===== config.mk =====
export PLATFORM = sky130hd
export DESIGN_NAME = dram_bank_sched
export DESIGN_NICKNAME = d
export VERILOG_FILES = /design/src/rtl/dram_sched_pkg.sv /design/src/rtl/sched_delay_line.sv /design/src/rtl/sched_bank_timers.sv /design/src/rtl/dram_bank_sched.sv
export SDC_FILE = /design/constraint.sdc
export NUM_CORES = 1
export LEC_CHECK = 0
export BUFFER_PORTS_ARGS = -buffer_cell sky130_fd_sc_hd__buf_2
export CAP_MARGIN = 20
export CORE_MARGIN = 8
export CORE_UTILIZATION = 40
export CTS_CLUSTER_DIAMETER = 60
export CTS_CLUSTER_SIZE = 8
export DETAILED_ROUTE_END_ITERATION = 10
export PLACE_DENSITY = 0.65
export SLEW_MARGIN = 0
export SYNTH_ARGS = -nofsm -noshare
export SYNTH_HDL_FRONTEND = slang
export SYNTH_HIERARCHICAL = 1
export SYNTH_SLANG_ARGS = --single-unit

===== constraint.sdc =====
create_clock -name clk -period 2.8 [get_ports clk]
set_input_delay 0.56 -clock clk [delete_from_list [all_inputs] [get_ports clk]]
set_output_delay 0.56 -clock clk [all_outputs]
set_load 0.05 [all_outputs]

===== src/rtl/dram_sched_pkg.sv =====
package dram_sched_pkg;

    typedef enum logic [1:0] {
        CMD_NOP = 2'b00,
        CMD_ACT = 2'b01,
        CMD_RDA = 2'b10
    } cmd_e;

    // Full closed-page row cycle: open, read latency, burst, then recovery.
    function automatic int row_cycle_clks(int rcd, int cas, int burst, int rp);
        return rcd + cas + burst + rp;
    endfunction

endpackage


===== src/rtl/sched_delay_line.sv =====
module sched_delay_line #(
    parameter int DEPTH = 19,
    parameter int W     = 8
) (
    input  logic         clk,
    input  logic         rst,
    input  logic         in_valid,
    input  logic [W-1:0] in_data,
    output logic         out_valid,
    output logic [W-1:0] out_data
);
    logic [DEPTH-1:0] vld_q;
    logic [W-1:0]     dat_q [DEPTH];

    always_ff @(posedge clk) begin
        if (rst) vld_q[0] <= 1'b0;
        else     vld_q[0] <= in_valid;
        dat_q[0] <= in_data;
    end

    for (genvar s = 1; s < DEPTH; s++) begin : g_stage
        always_ff @(posedge clk) begin
            if (rst) vld_q[s] <= 1'b0;
            else     vld_q[s] <= vld_q[s-1];
            dat_q[s] <= dat_q[s-1];
        end
    end

    assign out_valid = vld_q[DEPTH-1];
    assign out_data  = dat_q[DEPTH-1];

endmodule


===== src/rtl/sched_bank_timers.sv =====
module sched_bank_timers #(
    parameter int BANK_W = 4,
    parameter int T_RC   = 61
) (
    input  logic                   clk,
    input  logic                   rst,
    input  logic                   act_valid,
    input  logic [BANK_W-1:0]      act_bank,
    output logic [(1<<BANK_W)-1:0] bank_free
);
    localparam int NBANKS = 1 << BANK_W;
    localparam int CNT_W  = $clog2(T_RC + 1);

    for (genvar b = 0; b < NBANKS; b++) begin : g_bank
        logic [CNT_W-1:0] left_q;
        logic             hit;

        assign hit = act_valid && (act_bank == BANK_W'(b));

        always_ff @(posedge clk) begin
            if (rst)               left_q <= '0;
            else if (hit)          left_q <= CNT_W'(T_RC - 1);
            else if (left_q != '0) left_q <= left_q - 1'b1;
        end

        assign bank_free[b] = (left_q == '0);

        // a bank is only opened once its row cycle has fully elapsed
        p_no_early_act_r3: assert property (@(posedge clk) disable iff (rst)
            hit |-> (left_q == '0));
    end

endmodule


===== src/rtl/dram_bank_sched.sv =====
module dram_bank_sched
    import dram_sched_pkg::*;
#(
    parameter int BANK_W     = 4,
    parameter int ROW_W      = 17,
    parameter int COL_W      = 7,
    parameter int BEATS      = 8,
    parameter int TAG_W      = 4,
    parameter int T_RCD      = 19,
    parameter int T_CAS      = 19,
    parameter int T_RP       = 19,
    parameter int BURST_CLKS = 4
) (
    input  logic                             clk,
    input  logic                             rst,
    input  logic                             req_valid,
    output logic                             req_ready,
    input  logic [BANK_W+ROW_W+COL_W-1:0]    req_addr,
    input  logic [TAG_W-1:0]                 req_tag,
    output logic [1:0]                       cmd_kind,
    output logic [BANK_W-1:0]                cmd_bank,
    output logic [ROW_W-1:0]                 cmd_row,
    output logic [COL_W+$clog2(BEATS)-1:0]   cmd_col,
    output logic                             rd_valid,
    output logic [TAG_W-1:0]                 rd_tag
);
    localparam int NBANKS = 1 << BANK_W;
    localparam int ADDR_W = BANK_W + ROW_W + COL_W;
    localparam int BEAT_W = $clog2(BEATS);
    localparam int T_RC   = row_cycle_clks(T_RCD, T_CAS, BURST_CLKS, T_RP);
    localparam int GAP_W  = $clog2(BURST_CLKS + 1);

    typedef struct packed {
        logic [TAG_W-1:0]  tag;
        logic [BANK_W-1:0] bank;
        logic [COL_W-1:0]  col;
    } rd_slot_t;

    // Address decode
    logic [BANK_W-1:0] req_bank;
    logic [ROW_W-1:0]  req_row;
    logic [COL_W-1:0]  req_col;
    assign req_bank = req_addr[ADDR_W-1 -: BANK_W];
    assign req_row  = req_addr[COL_W +: ROW_W];
    assign req_col  = req_addr[COL_W-1:0];

    logic [NBANKS-1:0] bank_free;
    logic [GAP_W-1:0]  gap_q;
    logic              rd_due;
    rd_slot_t          rd_slot;
    logic              accept;

    assign req_ready = bank_free[req_bank] && (gap_q == '0) && !rd_due;
    assign accept    = req_valid && req_ready;

    sched_bank_timers #(.BANK_W(BANK_W), .T_RC(T_RC)) u_timers (
        .clk       (clk),
        .rst       (rst),
        .act_valid (accept),
        .act_bank  (req_bank),
        .bank_free (bank_free)
    );

    // Activate-to-read pipeline: a read falls due T_RCD clocks after its activate
    rd_slot_t act_slot;
    assign act_slot = '{tag: req_tag, bank: req_bank, col: req_col};

    sched_delay_line #(.DEPTH(T_RCD), .W($bits(rd_slot_t))) u_rcd_pipe (
        .clk       (clk),
        .rst       (rst),
        .in_valid  (accept),
        .in_data   (act_slot),
        .out_valid (rd_due),
        .out_data  (rd_slot)
    );

    // Minimum spacing between activates keeps bursts apart on the data bus
    always_ff @(posedge clk) begin
        if (rst)              gap_q <= '0;
        else if (accept)      gap_q <= GAP_W'(BURST_CLKS - 1);
        else if (gap_q != '0) gap_q <= gap_q - 1'b1;
    end

    // Command register: a due read wins the single slot
    cmd_e cmd_q;
    always_ff @(posedge clk) begin
        if (rst) begin
            cmd_q    <= CMD_NOP;
            cmd_bank <= '0;
            cmd_row  <= '0;
            cmd_col  <= '0;
        end else if (rd_due) begin
            cmd_q    <= CMD_RDA;
            cmd_bank <= rd_slot.bank;
            cmd_row  <= '0;
            cmd_col  <= {rd_slot.col, {BEAT_W{1'b0}}};
        end else if (accept) begin
            cmd_q    <= CMD_ACT;
            cmd_bank <= req_bank;
            cmd_row  <= req_row;
            cmd_col  <= '0;
        end else begin
            cmd_q    <= CMD_NOP;
            cmd_bank <= '0;
            cmd_row  <= '0;
            cmd_col  <= '0;
        end
    end
    assign cmd_kind = cmd_q;

    // Read-to-data pipeline and burst strobe
    logic             data_start;
    logic [TAG_W-1:0] data_tag;

    sched_delay_line #(.DEPTH(T_CAS), .W(TAG_W)) u_cas_pipe (
        .clk       (clk),
        .rst       (rst),
        .in_valid  (rd_due),
        .in_data   (rd_slot.tag),
        .out_valid (data_start),
        .out_data  (data_tag)
    );

    logic [GAP_W-1:0] beat_q;
    always_ff @(posedge clk) begin
        if (rst) begin
            beat_q <= '0;
            rd_tag <= '0;
        end else if (data_start) begin
            beat_q <= GAP_W'(BURST_CLKS);
            rd_tag <= data_tag;
        end else if (beat_q != '0) begin
            beat_q <= beat_q - 1'b1;
        end
    end
    assign rd_valid = (beat_q != '0);

    // two activates never land on neighbouring clocks
    p_act_gap_r5: assert property (@(posedge clk) disable iff (rst)
        (cmd_q == CMD_ACT) |=> (cmd_q != CMD_ACT));

    // a read that falls due always takes the next command slot
    p_read_first_r6: assert property (@(posedge clk) disable iff (rst)
        rd_due |=> (cmd_q == CMD_RDA));

    // a new burst starts only on or after the last beat of the previous one
    p_burst_no_overlap_r7: assert property (@(posedge clk) disable iff (rst)
        data_start |-> (beat_q <= GAP_W'(1)));

endmodule


Yosys cells after proc, flatten, opt, wreduce, memory -nomap -nowiden
Memory sizes are Yosys's and may differ from the RTL's. A register that Yosys moved wholly into a read port is not among the register bits.
Cells that the tools add are included.
- flip-flop bits (word level): 173
- bits in writable memories: 361
- input port bits: 35
- memories kept: 2
- memory list (memory ; depth ; bits a word ; read ports ; clocked after Yosys merged registers in ; write ports ; RTL line ; source):
    u_rcd_pipe.dat_q ; 19 ; 15 ; 19 ; 0 ; 19 ; sched_delay_line.sv:13 ; logic [W-1:0] dat_q [DEPTH];
    u_cas_pipe.dat_q ; 19 ; 4 ; 19 ; 1 ; 19 ; sched_delay_line.sv:13 ;
- add/subtract/negate cells: 18
- magnitude comparators: 1
- eq/ne operators: 15
- multiplexer cells: 42
- bitwise operators: 2
- reductions and logical operators: 95
- operators with widths (cell ; count):
    $mux 6 ; 32
    $logic_not 6->1 ; 16
    $reduce_bool 6->1 ; 16
    $sub 6x1->6 const B ; 16
    $reduce_or 2->1 ; 20
    $reduce_bool 2->1 ; 18
    $eq 4x4->1 const B ; 8
    $logic_and 1x1->1 ; 19
    $eq 4x3->1 const B ; 4
    $eq 4x2->1 const B ; 2
    $mux 4 ; 2
    $mux 2 ; 3
    $mux 3 ; 2
    $reduce_bool 3->1 ; 2
    $sub 3x1->3 const B ; 2
    $lt 4x5->1 const B ; 1
    $bmux 1 s4 ; 1
    $eq 4x1->1 const B ; 1
    $logic_not 4->1 ; 1
    $logic_not 3->1 ; 1
    $reduce_or 3->1 ; 1
    $mux 1 ; 2
    $not 1->1 ; 2
    $logic_not 1->1 ; 1

Logic depth before layout (Yosys ltp)
- depth in word-level cells: 8
- depth in mapped cells: 13

By module
Netlist, hierarchy kept.
- by module, submodules not included (module ; instances ; cells each ; area each (um2) ; sequential area each (um2)):
    sched_delay_line (u_rcd_pipe) ; 1 ; 324 ; 6222.2 ; 6085.8
    sched_bank_timers ; 1 ; 639 ; 5318.9 ; 1921.8
    sched_delay_line (u_cas_pipe) ; 1 ; 115 ; 2038.2 ; 1901.8
    dram_bank_sched ; 1 ; 154 ; 1655.3 ; 800.8

Least setup slack after synthesis
Ideal clock, no wire load.
- path type: reg2out
- from: register u_timers.g_bank[14].left_q[1]
- to: output req_ready
- data arrival time: 3.084 ns
- data required time: 2.240 ns
- path slack: -0.844 ns
- stages on the path, launching flop included: 10
- cells stage by stage: dfxtp_1 -> inv_1 -> ha_1 -> or3b_1 -> clkbuf_1 -> nor3_1 -> mux2i_1 -> a221oi_2 -> a22oi_1 -> nor3_1
- cells in the longest elaborated chain, start to end: 5
- RTL lines (item ; RTL line ; source):
    start, declared ; sched_bank_timers.sv:15 ; logic [CNT_W-1:0] left_q;
    start signal, assigned ; sched_bank_timers.sv:22 ; else if (hit) left_q <= CNT_W'(T_RC - 1);
    start signal, assigned ; sched_bank_timers.sv:23 ; else if (left_q != '0) left_q <= left_q - 1'b1;
    $logic_not 6->1 ; sched_bank_timers.sv:26 ; assign bank_free[b] = (left_q == '0);
    named net bank_free[14] ; dram_bank_sched.sv:47 ; logic [NBANKS-1:0] bank_free;
    $bmux 1 s4 ; dram_bank_sched.sv:53 ; assign req_ready = bank_free[req_bank] && (gap_q == '0) && !rd_due;
    $mux 1 (not written as such) ; dram_bank_sched.sv:53 ;
    $logic_and 1x1->1 (2 in a row) ; dram_bank_sched.sv:53 ;
    end, declared ; dram_bank_sched.sv:17 ; output logic req_ready,
The timed path passes the listed nets, and every way through them passes these cells. The select of a mux whose other input is x is not followed.

Worst setup path in the final report
- from: register u_timers.g_bank[15].left_q[1]
- to: output req_ready
- cells in the longest elaborated chain, start to end: 5
- RTL lines (item ; RTL line):
    start, declared ; sched_bank_timers.sv:15
    start signal, assigned ; sched_bank_timers.sv:22
    start signal, assigned ; sched_bank_timers.sv:23
    $logic_not 6->1 ; sched_bank_timers.sv:26
    named net bank_free[15] ; dram_bank_sched.sv:47
    $bmux 1 s4 ; dram_bank_sched.sv:53
    $mux 1 (not written as such) ; dram_bank_sched.sv:53
    $logic_and 1x1->1 (2 in a row) ; dram_bank_sched.sv:53
The timed path passes the listed nets, and every way through them passes these cells. The select of a mux whose other input is x is not followed.

==> results.toml <==
[run_status]
outcome = "finished, violations left"
failed_checks = "setup timing"

[cells_and_area]
nNetsFinal = 1512
final_cell_count_no_fill = 1964
final_core_utilization_pct = 52.2
diodes = 0
multi_input_comb_area_um2 = 4580
finalInstanceArea_um2 = 19600
num-fill-cells = 3164
layout.area.seq_um2 = 10700
layout-drive-gt1-share_pct = 28.4
areaGrowthSynthToFinish_pct = 28.8

[pwr]
cellPowerDensity_nw_per_um2 = 1210
ir_worst_vdd_mv = 0.570
static-leakage-power_uw = 0.00816

[placed_design]
dpl_cell_area_um2 = 16800
dp_cells = 1863
hpwl_um = 15200
portBuffers = 70
gpl.final_weighted_congestion = 0.782

[route]
via_count = 9285
drt_first_pass_iters = 5
detail_route.iter0.violations = 582
met3RoutedLength_um = 1440
routed_wl_um = 25400
routedLengthMet1_um = 11200
wl_per_cell_um = 12.9
detail_route.vias_per_cell = 4.73
dr_top_layer = "met4"
drt_drc_violations_left = 0
drtAntennaViolNets = 0
met2_wirelength_um = 12000

[global_route]
grt_pass1_wl_um = 41600
via_count_of_the_first_global_routing_pass = 9253
grt_remaining_overflow = 0
antenna_violations_before_repair = 0
grt_max_degree = 99
grt.total_usage_pct = 11.2

[worst_hold_path]
min_path_type = "in2reg"
worst_hold_start = "req_tag[3]"

[flow_run]
maxCapViolations = 0

[sta]
worst_hold_slack_ns = 0.0988
fin_worst_skew_ns = 0.0132
timing.final.crit_share_pct = 118
setup_ws_ns = -0.495
max_freq_ghz = 0.303
final-hold-violation-count = 0
setup_tns_ns = -2.87
worstMarginPinSlew_ns = 1.43
slew_viol_final = 0
finalSetupViolations = 46
timing.slew.headroom_pct = 4.14
rsz0062_at_grt = "yes"
shortest_period_the_worst_path_allows_ns = 3.29

[synthesis]
synth_top_cells_by_area = "dfxtp_1 (70%), ha_1 (2.6%), a31oi_1 (2.6%)"
post-synth-top-area-fraction_pct = 70.3
synth.ff_latch_count = 535
top_reg_cell_synth = "dfxtp_1"
synthTopCellsByCount = "dfxtp_1 (535), inv_1 (66), a31oi_1 (63)"
syn-cell-area_um2 = 15200
synthesis.instances = 1232
post_synth.cell_area_avg_um2 = 12.4
synth_enable_flop_cells = 0
synth.yosys.warnings = 6
synth_cell_type_count = 52
synth.yosys.seq_area_share_pct = 70.3
ys_async_sr_fraction_pct = 0
post-synth-top-count-cell = "dfxtp_1"
yosysTopAreaCell = "dfxtp_1"

[clocking]
clock_insertion_delay_worst_skew_ns = 0.57
tritoncts_buffer_count = 77
cts_htree_levels = 3
cts_tree = "done"
clk_root_buffer_cell = "clkbuf_16"
cts_sink_count = 535
cts.reportedPaths.clkPinSlew_ns = 0.05
cts_buffer_depth = 3

[die]
die_height_um = 211
full_die_area_um2 = 44600
fp-row-count = 71
design.portCount = 74
core-area_um2 = 37600
fp.dieW_um = 211
start_util_pct = 40.5

[setup_path]
timing.critical_path.required_ns = 2.24
worst-path-max-fanout = 2
worst-endpoint-arrival_ns = 2.73
crit_type = "reg2out"
critical_path.endpoint_type = "output port"
timing.rr.start = "u_timers/g_bank[15].left_q[1]"
setup.worst_path.start_class = "flip-flop"
crit_path_start = "u_timers/g_bank[15].left_q[1]"
## through the flow
step                power [uW]  setup slack, ns
finish                   23700           -0.495
CTS                      23300           -0.578
detailed placement       15200           -0.181
global route             25100           -0.656
global placement         15000           -0.105
floorplan                13400           -0.140
## path summary, 6_finish.rpt
kind | end | cells after the start | slack, ns
max | req_ready | 10 | -0.49
min | u_rcd_pipe/dat_q[0][14] | 1 | 0.1
max reg2reg | u_timers/g_bank[12].left_q[0] | 13 | -0.14
min reg2reg | u_rcd_pipe/dat_q[7][14] | 0 | 0.31
## state kept, by name, summed over array words and instances (netlist names)
name,cells
cmd_row,17
rd_tag,4
u_rcd_pipe/vld_q,18
gap_q,3
cmd_bank,4
u_cas_pipe/out_valid,1
cmd_kind,2
cmd_col,7
u_rcd_pipe/out_valid,1
u_timers/g_bank.left_q,96
beat_q,3
u_rcd_pipe/dat_q,285
u_cas_pipe/vld_q,18
u_cas_pipe/dat_q,76
## cell usage in the layout, fill, tap and decap left out, drive strengths merged, types with 21 or more instances in the layout
cell type and count:
o21ai 42, nor2 33, buf 197, ha 32, a31oi 63, inv 69
dfxtp 535, clkbuf 82, nor3 32, nand2 56, or4 21, o31ai 21
nor4 21, nor2b 43
## layer usage
layer | track usage [%] | vias up
met5 | 0 | -
met2 | 18.4 | 199
met1 | 13.0 | 4356
met4 | 5.94 | 0
met3 | 3.26 | 62
li1 | - | 4668
## worst max-delay path, cell delays in order, from the launching register on
cell      delay (ns)
dfxtp_2         0.32
inv_2           0.07
ha_4            0.12
or3b_4          0.39
nor3_4          0.20
mux2i_1         0.12
a221oi_2        0.33
a22oi_2         0.14
buf_4           0.17
nor3_4          0.11
buf_6           0.18
## kinds of logic (layout without fill, tap and decap cells)
kind of cell / count (synthesis) / count (layout) / share of synthesized area, %
fa+ha+maj: 32 / 32 / 2.63
xor+xnor: 3 / 3 / 0.173
compound gates: 211 / 211 / 10.1
other cells: 1 / 3 / 0.0246
simple gates: 307 / 307 / 11.9
buf+inv: 131 / 350 / 4.07
mux: 12 / 12 / 0.788
flops: 535 / 535 / 70.3
## where the power goes
part           switching [uW]  leakage, uW  internal, uW
clock network            2870      0.00101          4940
registers                 677      0.00447          8660
logic                    3260      0.00269          3270
total                    6800      0.00816         16900
## final cells by class
type / instances / share of cell area (%)
clock buffers: 82 / 10.1
clock inverters: 5 / 0.300
inverters: 66 / 1.26
multi-input cells: 568 / 23.4
flip-flops and latches: 535 / 54.6
well taps: 511 / 3.26
repair buffers: 197 / 7.06
## timing repair
action / in CTS / in global routing
buffers inserted: 3 / 11
resized for setup: 7 / 114
endpoints found under the setup margin: 55 / 94
hold buffers: 0 / 0
pin swaps: 6 / 47
No activity file was read; power rests on OpenSTA's default activity.
